--- src/rtl/sfd_pkg.sv ---
package sfd_pkg;

    typedef enum logic [1:0] {
        ST_IDLE = 2'd0,
        ST_ARM  = 2'd1,
        ST_TRIP = 2'd2,
        ST_HOLD = 2'd3
    } fdr_state_t;

    function automatic logic is_tripping(input fdr_state_t s);
        return (s == ST_TRIP) || (s == ST_HOLD);
    endfunction

endpackage

--- src/rtl/sfd_coincidence.sv ---
module sfd_coincidence #(
    parameter int NUM_FEEDERS = 4
) (
    input  logic [NUM_FEEDERS-1:0] phase_pu_i,
    input  logic [NUM_FEEDERS-1:0] gnd_pu_i,
    output logic [NUM_FEEDERS-1:0] fault_o,
    output logic [NUM_FEEDERS-1:0] decl_o
);

    // a feeder is faulted when either of its pickups is set
    assign fault_o = phase_pu_i | gnd_pu_i;

    for (genvar g = 0; g < NUM_FEEDERS; g++) begin : g_decl
        logic [NUM_FEEDERS-1:0] others;

        always_comb begin
            others    = fault_o;
            others[g] = 1'b0;
        end

        assign decl_o[g] = fault_o[g] && (others != '0);
    end

    // a_r2_lone_fault: a single faulted feeder is never declared
    always_comb begin
        if ($onehot0(phase_pu_i | gnd_pu_i)) begin
            a_r2_lone_fault: assert (decl_o == '0);
        end
    end

    // a_r4_decl_subset: only faulted feeders can be declared
    always_comb begin
        a_r4_decl_subset: assert ((decl_o & ~(phase_pu_i | gnd_pu_i)) == '0);
    end

endmodule

--- src/rtl/sfd_feeder_fsm.sv ---
module sfd_feeder_fsm
    import sfd_pkg::*;
#(
    parameter int DELAY_TICKS   = 3,
    parameter int DROPOUT_TICKS = 1
) (
    input  logic clk,
    input  logic rst_n,
    input  logic tick_i,
    input  logic decl_i,
    output logic trip_o,
    output logic rcl_o
);

    localparam int MAX_TICKS = (DELAY_TICKS > DROPOUT_TICKS) ? DELAY_TICKS : DROPOUT_TICKS;
    localparam int CW        = $clog2(MAX_TICKS + 1);

    localparam logic [CW-1:0] DLY_LAST = CW'(DELAY_TICKS - 1);
    localparam logic [CW-1:0] DRP_LAST = CW'(DROPOUT_TICKS - 1);
    localparam logic [CW-1:0] CNT_ONE  = CW'(1);

    fdr_state_t    state_q, state_n;
    logic [CW-1:0] cnt_q, cnt_n;
    logic          trip_q, rcl_q;

    // state register
    always_ff @(posedge clk) begin
        if (!rst_n) begin
            state_q <= ST_IDLE;
            cnt_q   <= '0;
        end else begin
            state_q <= state_n;
            cnt_q   <= cnt_n;
        end
    end

    // next-state logic
    always_comb begin
        state_n = state_q;
        cnt_n   = cnt_q;
        unique case (state_q)
            ST_IDLE: begin
                if (decl_i) begin
                    if (tick_i && (DELAY_TICKS == 1)) begin
                        state_n = ST_TRIP;
                        cnt_n   = '0;
                    end else begin
                        state_n = ST_ARM;
                        cnt_n   = tick_i ? CNT_ONE : '0;
                    end
                end else begin
                    cnt_n = '0;
                end
            end
            ST_ARM: begin
                if (!decl_i) begin
                    state_n = ST_IDLE;
                    cnt_n   = '0;
                end else if (tick_i) begin
                    if (cnt_q == DLY_LAST) begin
                        state_n = ST_TRIP;
                        cnt_n   = '0;
                    end else begin
                        cnt_n = cnt_q + CNT_ONE;
                    end
                end
            end
            ST_TRIP: begin
                if (!decl_i) begin
                    if (tick_i && (DROPOUT_TICKS == 1)) begin
                        state_n = ST_IDLE;
                        cnt_n   = '0;
                    end else begin
                        state_n = ST_HOLD;
                        cnt_n   = tick_i ? CNT_ONE : '0;
                    end
                end else begin
                    cnt_n = '0;
                end
            end
            ST_HOLD: begin
                if (decl_i) begin
                    state_n = ST_TRIP;
                    cnt_n   = '0;
                end else if (tick_i) begin
                    if (cnt_q == DRP_LAST) begin
                        state_n = ST_IDLE;
                        cnt_n   = '0;
                    end else begin
                        cnt_n = cnt_q + CNT_ONE;
                    end
                end
            end
            default: begin
                state_n = ST_IDLE;
                cnt_n   = '0;
            end
        endcase
    end

    // output register
    always_ff @(posedge clk) begin
        if (!rst_n) begin
            trip_q <= 1'b0;
            rcl_q  <= 1'b0;
        end else begin
            trip_q <= is_tripping(state_n);
            rcl_q  <= is_tripping(state_n) && !is_tripping(state_q);
        end
    end

    assign trip_o = trip_q;
    assign rcl_o  = rcl_q;

    // a trip only rises on a tick sampled while declared
    a_r3_rise_on_tick: assert property (@(posedge clk) disable iff (!rst_n)
        $rose(trip_o) |-> ($past(decl_i) && $past(tick_i)));

    // reclose is a single-clock pulse aligned with the trip edge
    a_r5_rcl_single: assert property (@(posedge clk) disable iff (!rst_n)
        rcl_o |=> !rcl_o);

    a_r5_rcl_on_rise: assert property (@(posedge clk) disable iff (!rst_n)
        rcl_o |-> (trip_o && !$past(trip_o)));

    // a trip only falls on a tick sampled without declaration
    a_r7_fall_on_tick: assert property (@(posedge clk) disable iff (!rst_n)
        $fell(trip_o) |-> ($past(tick_i) && !$past(decl_i)));

    // the arming count never reaches the delay
    a_r8_arm_bound: assert property (@(posedge clk) disable iff (!rst_n)
        (state_q == ST_ARM) |-> (int'(cnt_q) < DELAY_TICKS));

endmodule

--- src/rtl/simfault_guard.sv ---
module simfault_guard #(
    parameter int NUM_FEEDERS   = 4,
    parameter int DELAY_TICKS   = 3,
    parameter int DROPOUT_TICKS = 1
) (
    input  logic                   clk,
    input  logic                   rst_n,
    input  logic                   cyc_tick_i,
    input  logic [NUM_FEEDERS-1:0] phase_pu_i,
    input  logic [NUM_FEEDERS-1:0] gnd_pu_i,
    output logic [NUM_FEEDERS-1:0] trip_o,
    output logic [NUM_FEEDERS-1:0] reclose_o,
    output logic                   alarm_o
);

    logic [NUM_FEEDERS-1:0] fault;
    logic [NUM_FEEDERS-1:0] decl;

    sfd_coincidence #(
        .NUM_FEEDERS(NUM_FEEDERS)
    ) u_coinc (
        .phase_pu_i(phase_pu_i),
        .gnd_pu_i  (gnd_pu_i),
        .fault_o   (fault),
        .decl_o    (decl)
    );

    for (genvar g = 0; g < NUM_FEEDERS; g++) begin : g_fdr
        sfd_feeder_fsm #(
            .DELAY_TICKS  (DELAY_TICKS),
            .DROPOUT_TICKS(DROPOUT_TICKS)
        ) u_fsm (
            .clk   (clk),
            .rst_n (rst_n),
            .tick_i(cyc_tick_i),
            .decl_i(decl[g]),
            .trip_o(trip_o[g]),
            .rcl_o (reclose_o[g])
        );
    end

    assign alarm_o = |trip_o;

    // the alarm can only come up after two feeders were faulted together
    a_r6_alarm_rise: assert property (@(posedge clk) disable iff (!rst_n)
        $rose(alarm_o) |-> ($countones($past(fault)) >= 2));

    // a reclose pulse is issued only for a feeder that was declared
    a_r4_rcl_declared: assert property (@(posedge clk) disable iff (!rst_n)
        ((reclose_o & ~$past(decl)) == '0));

endmodule

--- config.mk ---
export PLATFORM = sky130hd
export DESIGN_NAME = simfault_guard
export DESIGN_NICKNAME = d
export VERILOG_FILES = /design/src/rtl/sfd_pkg.sv /design/src/rtl/sfd_coincidence.sv /design/src/rtl/sfd_feeder_fsm.sv /design/src/rtl/simfault_guard.sv
export SDC_FILE = /design/constraint.sdc
export NUM_CORES = 1
export LEC_CHECK = 0
export CAP_MARGIN = 20
export CORE_ASPECT_RATIO = 1.4
export CORE_MARGIN = 3
export CORE_UTILIZATION = 57
export DETAILED_ROUTE_END_ITERATION = 6
export DONT_BUFFER_PORTS = 1
export PLACE_DENSITY = 0.77
export SYNTH_ARGS = -nofsm -noshare
export SYNTH_HDL_FRONTEND = slang
export SYNTH_SLANG_ARGS = --single-unit
export TNS_END_PERCENT = 5
--- constraint.sdc ---
create_clock -name clk -period 1.4 [get_ports clk]
set_input_delay 0.14 -clock clk [delete_from_list [all_inputs] [get_ports clk]]
set_output_delay 0.14 -clock clk [all_outputs]
set_load 0.02 [all_outputs]
# Word level (Yosys, flattened, before mapping)

Cells that the tools add are included.

$add $sub $neg: 4
Eq/ne operators: 32
Muxes and demuxes: 70
Bitwise gates (word level): 1
Reductions and logical operators: 37

Operators with widths:

| kind                | count |
|---|---|
| $mux 2              | 61 |
| $pmux 2 s4          | 8 |
| $eq 2x2->1 const B  | 20 |
| $logic_not 2->1     | 8 |
| $reduce_bool 4->1   | 4 |
| $ne 3x2->1 const B  | 4 |
| $ne 3x3->1 const B  | 4 |
| $add 2x1->2 const B | 4 |
| $eq 2x1->1 const B  | 4 |
| $logic_and 1x1->1   | 8 |
| $logic_or 1x1->1    | 8 |
| $reduce_and 2->1    | 4 |
| $logic_not 1->1     | 4 |
| $or 4x4->4          | 1 |
| $reduce_or 4->1     | 1 |
| $mux 1              | 1 |

Register bits after elaboration: 24
Input port bits: 11

# Logic depth before layout (Yosys ltp)

Gate-level depths: netlist (run 1).

Depth after elaboration: 8
Mapped depth: 6
Gate-level depth less buffers: 6

# By module

A second synthesis (run 1) with hierarchy kept.

Cell total of the unflattened synthesis: 179
Area, all modules: 1529.0 sq um

By module, submodules not included:

| module          | times used | cells each | area each (sq um) | seq. area each (sq um) |
|---|---|---|---|---|
| sfd_feeder_fsm  | 4          | 41         | 361.6             | 120.1 |
| sfd_coincidence | 1          | 14         | 75.1              | 0.0 |
| simfault_guard  | 1          | 1          | 7.5               | 0.0 |

# Worst setup path after synthesis (run 1)

No wires, ideal clock.

Path kind: input to register
From: input gnd_pu_i[0]
To: register g_fdr[1].u_fsm.state_q[0]
Arrival: 1.252 ns
Required time: 1.282 ns
Setup slack: 0.030 ns
Stages: 4
Buffers on the path: 0
Cells stage by stage: or4_4 -> o32ai_4 -> mux2i_1 -> nor2_1

Cells in the longest elaborated chain, start to end: 5
Elaborated cells on any way between the ends: 8

Ends and longest elaborated chain:

| what                             | line                  | RTL |
|---|---|---|
| start: declaration               | simfault_guard.sv:10  | `input logic [NUM_FEEDERS-1:0] gnd_pu_i,` |
| $or 4x4->4 *                     | n/a                   |  |
| $reduce_bool 4->1 *              | sfd_coincidence.sv:21 | `assign decl_o[g] = fault_o[g] && (others != '0);` |
| $logic_and 1x1->1 *              | sfd_coincidence.sv:21 |  |
| $mux 2, on equally long branches | n/a                   |  |
| $pmux 2 s4 *                     | sfd_feeder_fsm.sv:41  | `unique case (state_q)` |
| end signal: assignment           | sfd_feeder_fsm.sv:32  | `state_q <= state_n;` |
| end: declaration                 | sfd_feeder_fsm.sv:22  | `fdr_state_t state_q, state_n;` |

Every way passes the cells marked *; elsewhere a longest branch is shown, timed or not.
A chain may end at the register's enable or synchronous reset.

# Worst setup path after layout (run 1)

From: register g_fdr[3].u_fsm.trip_q
To: output alarm_o

Cells in the longest elaborated chain, start to end: 1

Ends and longest elaborated chain:

| what                     | line                  | RTL |
|---|---|---|
| start: declaration       | sfd_feeder_fsm.sv:24  | `logic trip_q, rcl_q;` |
| start signal: assignment | sfd_feeder_fsm.sv:107 | `trip_q <= is_tripping(state_n);` |
| $reduce_or 4->1          | simfault_guard.sv:42  | `assign alarm_o = \|trip_o;` |
| end: declaration         | simfault_guard.sv:13  | `output logic alarm_o` |

Every way passes these cells.

==> flow_metrics.tcl, run 1 <==
set metrics [dict create \
    grt.overflow.total 0 \
    required_ns 1.26 \
    dpl.hpwl_mm 2.48 \
    path_class "flop to output pin" \
    async_flop_share 0 \
    ys_seq_area_frac 0.278 \
    p_clk_frac 0.297 \
    hold_depth 1 \
    p_leak_uw 0.000633 \
    ios 20 \
    hold_class "input port to flop" \
    setup_ws_ns -0.0201 \
    die_y_um 68.4 \
    finalSetupViolations 1 \
    cts_buffer_depth 2 \
    cp_slowest_cell "or4_4" \
    drv_cap 0 \
    drive_gt1_frac 0.204 \
    cts.clk_slew.worst_paths_ns 0.13 \
    synth_edf_count 0 \
    synth_ff_type "dfxtp_1" \
    dieArea_um2 3460 \
    final_cell_mix "18 x ha_1, 16 x dfxtp_1, 11 x inv_1, 11 x nor2_1" \
    cp.arrival_ns 1.28 \
    rsz0062_at_grt "yes" \
    floorplan.initialDensity 0.600 \
    rows 22 \
    post_dp_cell_area_um2 1620 \
    synth-seq-cells 22 \
    ir_drop_uv 502 \
    end_kind "output pin" \
    status "finished, violations left" \
    p_int_uw 887 \
    cp_top_family "simple AND/OR/NAND/NOR gates" \
    min_period_ns 1.42 \
    drc_errors 0 \
    p_seq_frac 0.554 \
    start_kind "flop" \
    hold_path_end "g_fdr[0].u_fsm.rcl_o" \
    violations "setup timing" \
    area_growth_pct 8.75 \
    routedWlPerCell_um 15.6 \
    reg2reg_depth 5 \
    clock_sinks 22 \
    insertion_delay_ns 0.30 \
    switching_power_uw 318 \
    htreeDepth 1 \
    path_max_fanout 9 \
    vias_per_cell 6.04 \
    netlist_instances 184 \
    grt_max_degree 32 \
    die_x_um 50.6 \
    grt_antenna_before_repair 0 \
    fin_skew_ns 0.00153 \
    grt_usage 0.217 \
    place_congestion 0.885 \
    r2r_start "g_fdr[3].u_fsm.cnt_q[0]" \
    crit_path_max_incr_delay_ns 0.57 \
    drtIter0Drc 55 \
    finalHoldViolCount 0 \
    firstDrtPassIters 4 \
    drv_slew 0 \
    root_buffer "clkbuf_4" \
    vias 1341 \
    final.setup.tns_ns -0.0201 \
    crit_chain "or4_4" \
    relSlewSlack 0.727 \
    r2r_slack_ns 0.08 \
    hold_start "rst_n" \
    core_area_um2 2640 \
    power_density_nw_per_um2 698 \
    stdcell_area_um2 1730 \
    syn_area_per_cell_um2 8.62 \
    n_antenna_cell 0 \
    syn-num-nets 213 \
    grt_pass1_vias 1358 \
    yosysUniqueCellTypes 47 \
    portBuffers 0 \
    max_freq_mhz 704 \
    whs_ns 0.0256 \
    layout.nets 216 \
    layout_commonest_cell "ha_1" \
    fin_crit_sh 1.01 \
    crit_buf_inv 0 \
    comb_power_share 0.150 \
    grt_pass1_wl_mm 5.83 \
    routed_wirelength_mm 3.46 \
    fill_cells 221 \
    worst_pin_slew_ns 0.406 \
    synth_area_um2 1590 \
    yosysWarnings 0 \
    detail-route-antenna-nets 0 \
    numCtsBuffers 3 \
    cts_tree "built" \
    r2r-end "g_fdr[3].u_fsm.state_q[0]" \
    p_sw_frac 0.264 \
]
repair_timing:
item / 4_1_cts / 5_1_grt
gates resized for setup: 4 / 14
cloned: 0 / 0
setup endpoints to repair: 3 / 14
hold buffers: 1 / 1
setup buffers: 0 / 0
hold endpoints to repair: 11 / 1
worst max path at each step:
| stage | startpoint | end | cells past startpoint |
|---|---|---|---|
| floorplan | gnd_pu_i[0] | g_fdr[1].u_fsm.state_q[0] | 4 |
| global placement | gnd_pu_i[0] | g_fdr[1].u_fsm.state_q[0] | 4 |
| detailed placement | gnd_pu_i[0] | g_fdr[2].u_fsm.trip_o | 4 |
| CTS | g_fdr[3].u_fsm.trip_o | alarm_o | 1 |
| global route | g_fdr[3].u_fsm.trip_o | alarm_o | 1 |
| finish | g_fdr[3].u_fsm.trip_o | alarm_o | 1 |
per-stage QoR:
| stage | total power (uW) | util | instances | setup WS [ns] |
|---|---|---|---|---|
| 6_report | 1210 | 0.653 | 222 | -0.0201 |
| 3_5_place_dp | 841 | 0.614 | 216 | -0.0648 |
| 2_1_floorplan | 812 | - | 184 | 0.0296 |
| 3_3_place_gp | 835 | 0.614 | 216 | -0.0296 |
| 5_1_grt | 1270 | 0.653 | 222 | -0.0502 |
| 4_1_cts | 1200 | 0.634 | 221 | -0.0260 |
registers in the layout (all words and copies together) (netlist names):
name / count
g_fdr.u_fsm.trip_o: 4
g_fdr.u_fsm.state_q: 6
g_fdr.u_fsm.cnt_q: 8
g_fdr.u_fsm.rcl_o: 4
power groups by stage:
stage	registers (uW)	clock network, uW	logic (uW)
floorplan	674	0	138
detailed placement	679	0	162
global route	671	391	204
CTS	664	366	170
global placement	678	0	157
finish	667	358	180
layout make-up:
type	instances	area, um^2	share of cell area
Clock buffer	4	36.3	0.0210
Inverter	13	48.8	0.0283
Multi-Input combinational cell	135	1050	0.608
Sequential cell	22	450	0.261
Tap cell	36	45.0	0.0261
Timing Repair Buffer	12	95.1	0.0551
routing by layer:
metal / part of all wire / routed length [um] / GRT usage / vias up
met1: 0.42 / 1450 / 0.244 / 637
li1: - / - / - / 670
met3: 0.048 / 166 / 0.0370 / 4
met5: 0 / 0 / 0 / -
met2: 0.52 / 1800 / 0.394 / 30
met4: 0.013 / 45 / 0.108 / 0
synth_stat cells (3+ instances only):
library cell	number	area share
dfxtp_1	22	0.28
ha_1	18	0.14
inv_1	12	0.028
nor2_1	11	0.026
a21oi_1	10	0.032
nand2_1	10	0.024
nand3_1	9	0.028
buf_4	8	0.038
o21ai_0	8	0.025
a31oi_1	7	0.028
nand4_1	7	0.028
mux2i_1	5	0.032
clkbuf_1	4	0.0095
o21a_1	4	0.019
or3_1	4	0.016
and4_1	3	0.017
nand2b_1	3	0.012
kinds of logic after synthesis:
family | after synthesis | synth area share
multiplexers | 6 | 0.0386
buffers and inverters | 27 | 0.0836
AND/OR/NAND/NOR | 64 | 0.238
flip-flops | 22 | 0.278
adder cells (fa/ha/maj) | 18 | 0.142
AO/OA/AOI/OAI | 46 | 0.215
XOR/XNOR | 1 | 0.00552
Power figures use the tool's default switching activity.
==> run 2: changes to the inputs <==
--- a/config.mk
+++ b/config.mk
@@ -11,7 +11,9 @@
 export CORE_UTILIZATION = 57
 export DETAILED_ROUTE_END_ITERATION = 6
 export DONT_BUFFER_PORTS = 1
+export MAX_ROUTING_LAYER = met4
 export PLACE_DENSITY = 0.77
+export SETUP_SLACK_MARGIN = 0.15
 export SYNTH_ARGS = -nofsm -noshare
 export SYNTH_HDL_FRONTEND = slang
 export SYNTH_SLANG_ARGS = --single-unit
==> run 2 against run 1 <==
Against the previous run: register-to-register slack about the same; the run now ends clean; sequential share of layout area decreased by 1.9 points; final cell count increased by 0.90%; largest power group unchanged; die area unchanged; core utilization increased by 8.3 points; critical path type unchanged; clock power increased by 39%.
==> flow_metrics.tcl, run 2 (synthesis results as in run 1) <==
set metrics [dict create \
    cts.clk_slew.worst_paths_ns 0.12 \
    grt.overflow.total 0 \
    clock_sinks 22 \
    stdcell_count 224 \
    hold_depth 3 \
    finalSetupViolations 0 \
    rows 22 \
    drc_errors 0 \
    die_x_um 50.6 \
    area_growth_pct 22.6 \
    path_class "flop to output pin" \
    crit_path_max_incr_delay_ns 0.56 \
    min_period_ns 1.38 \
    grt_pass1_vias 1310 \
    hold_class "input port to flop" \
    grt_usage 0.228 \
    hold_start "cyc_tick_i" \
    whs_ns 0.0478 \
    cp.arrival_ns 1.24 \
    setup_ws_ns 0.0194 \
    fin_crit_sh 0.986 \
    reg_top3 "g_fdr.u_fsm.cnt_q: 8 flops, g_fdr.u_fsm.state_q: 6 flops" \
    path_max_fanout 2 \
    max_freq_mhz 724 \
    insertion_delay_ns 0.32 \
    routedWlPerCell_um 16.9 \
    rsz0062_at_grt "yes" \
    place_congestion 0.900 \
    final-seq-area_um2 470 \
    fill_cells 200 \
    ir_drop_uv 471 \
    root_buffer "clkbuf_4" \
    power_density_nw_per_um2 714 \
    grt_antenna_before_repair 0 \
    floorplan.initialDensity 0.600 \
    end_kind "output pin" \
    relSlewSlack 0.684 \
    portBuffers 0 \
    ios 20 \
    required_ns 1.26 \
    grt_pass1_wl_mm 5.85 \
    largest_reg_flops 8 \
    htreeDepth 1 \
    drv_slew 0 \
    grt_max_degree 32 \
    cp_top_family "simple AND/OR/NAND/NOR gates" \
    n_antenna_cell 0 \
    finalPower_uw 1390 \
    firstDrtPassIters 4 \
    r2r_start "g_fdr[3].u_fsm.trip_o" \
    drive_gt1_frac 0.410 \
    core_area_um2 2640 \
    p_leak_uw 0.000708 \
    dpl.cell_count 216 \
    detail-route-antenna-nets 0 \
    r2r-end "g_fdr[3].u_fsm.cnt_q[1]" \
    layout.nets 218 \
    final_cell_mix "12 x dfxtp_2, 11 x ha_1, 10 x nor2_1, 10 x nand2_1, 10 x buf_4" \
    drv_cap 0 \
    crit_buf_inv 0 \
    status "finished, final reports clean" \
    start_kind "flop" \
    reg2reg_depth 5 \
    numCtsBuffers 3 \
    hold_path_end "g_fdr[2].u_fsm.state_q[0]" \
    r2r_slack_ns 0.09 \
    dieArea_um2 3460 \
    layout_commonest_cell "dfxtp_2" \
    pre_cts_slack_ns -0.0563 \
    dpl.hpwl_mm 2.58 \
    fin_skew_ns 0.0142 \
    multi_input_area_um2 1200 \
    drtIter0Drc 45 \
    cp_slowest_cell "or4_4" \
    top_register "g_fdr.u_fsm.cnt_q" \
    worst_pin_slew_ns 0.470 \
    die_y_um 68.4 \
    finalHoldViolCount 0 \
    routed_wirelength_mm 3.79 \
    final.setup.tns_ns 0 \
    cts_buffer_depth 2 \
    cts_tree "built" \
    vias_per_cell 6.16 \
    crit_chain "or4_4" \
    vias 1379 \
    cp.depth 1 \
]
[run 2: changes by cell type in the layout (fill, tap and decap cells not counted), sizes merged]
cell / delta
buf: +2
clkbuf: -1
bufinv: +1
[run 2: area by class of cell]
cell class                 count  area share
clock buffer                   3      0.0116
clock inverter                 1      0.0154
inverter                      13      0.0302
multi-input combinational    135       0.617
sequential                    22       0.242
tap                           36      0.0232
timing repair buffer          14      0.0605
[run 2: worst max-delay path by stage]
stage,from,end
2_1_floorplan,gnd_pu_i[0],g_fdr[1].u_fsm.state_q[0]
3_3_place_gp,gnd_pu_i[0],g_fdr[1].u_fsm.state_q[0]
3_5_place_dp,gnd_pu_i[0],g_fdr[1].u_fsm.state_q[0]
4_1_cts,g_fdr[2].u_fsm.trip_o,alarm_o
5_1_grt,g_fdr[3].u_fsm.trip_o,alarm_o
6_report,g_fdr[3].u_fsm.trip_o,alarm_o
[run 2: what timing repair did]
action / in CTS / in global routing
hold endpoints to repair: 12 / 0
pin swaps: 0 / 23
hold buffers: 2 / 0
endpoints found under the setup margin: 18 / 21
gates resized for setup: 4 / 67
setup buffers: 1 / 1
[run 2: tightest hold or removal path: cells and delay by family]
kind / cells / cell delay [ns]
AND/OR/NAND/NOR: 1 / 0.06
AO/OA/AOI/OAI: 2 / 0.12
[run 2: report_power, final]
group	internal, uW	leakage (uW)	switching (uW)
Sequential	642	0.000187	30.6
Combinational	108	0.000493	112
Clock	289	0.0000279	207
[run 2: layer usage]
layer	GRT usage	wire length (um)	vias to the layer above
met1	0.271	1530	662
met4	0.0875	64	0
li1	-	-	681
met5	-	0	-
met3	0.0240	185	4
met2	0.395	2010	32
[run 2: per-stage QoR]
step | area (um^2) | util
after floorplan | 1590 | -
after CTS | 1710 | 0.648
after global routing | 1940 | 0.736
final | 1940 | 0.736
after global placement | 1620 | 0.614
after detailed placement | 1620 | 0.614
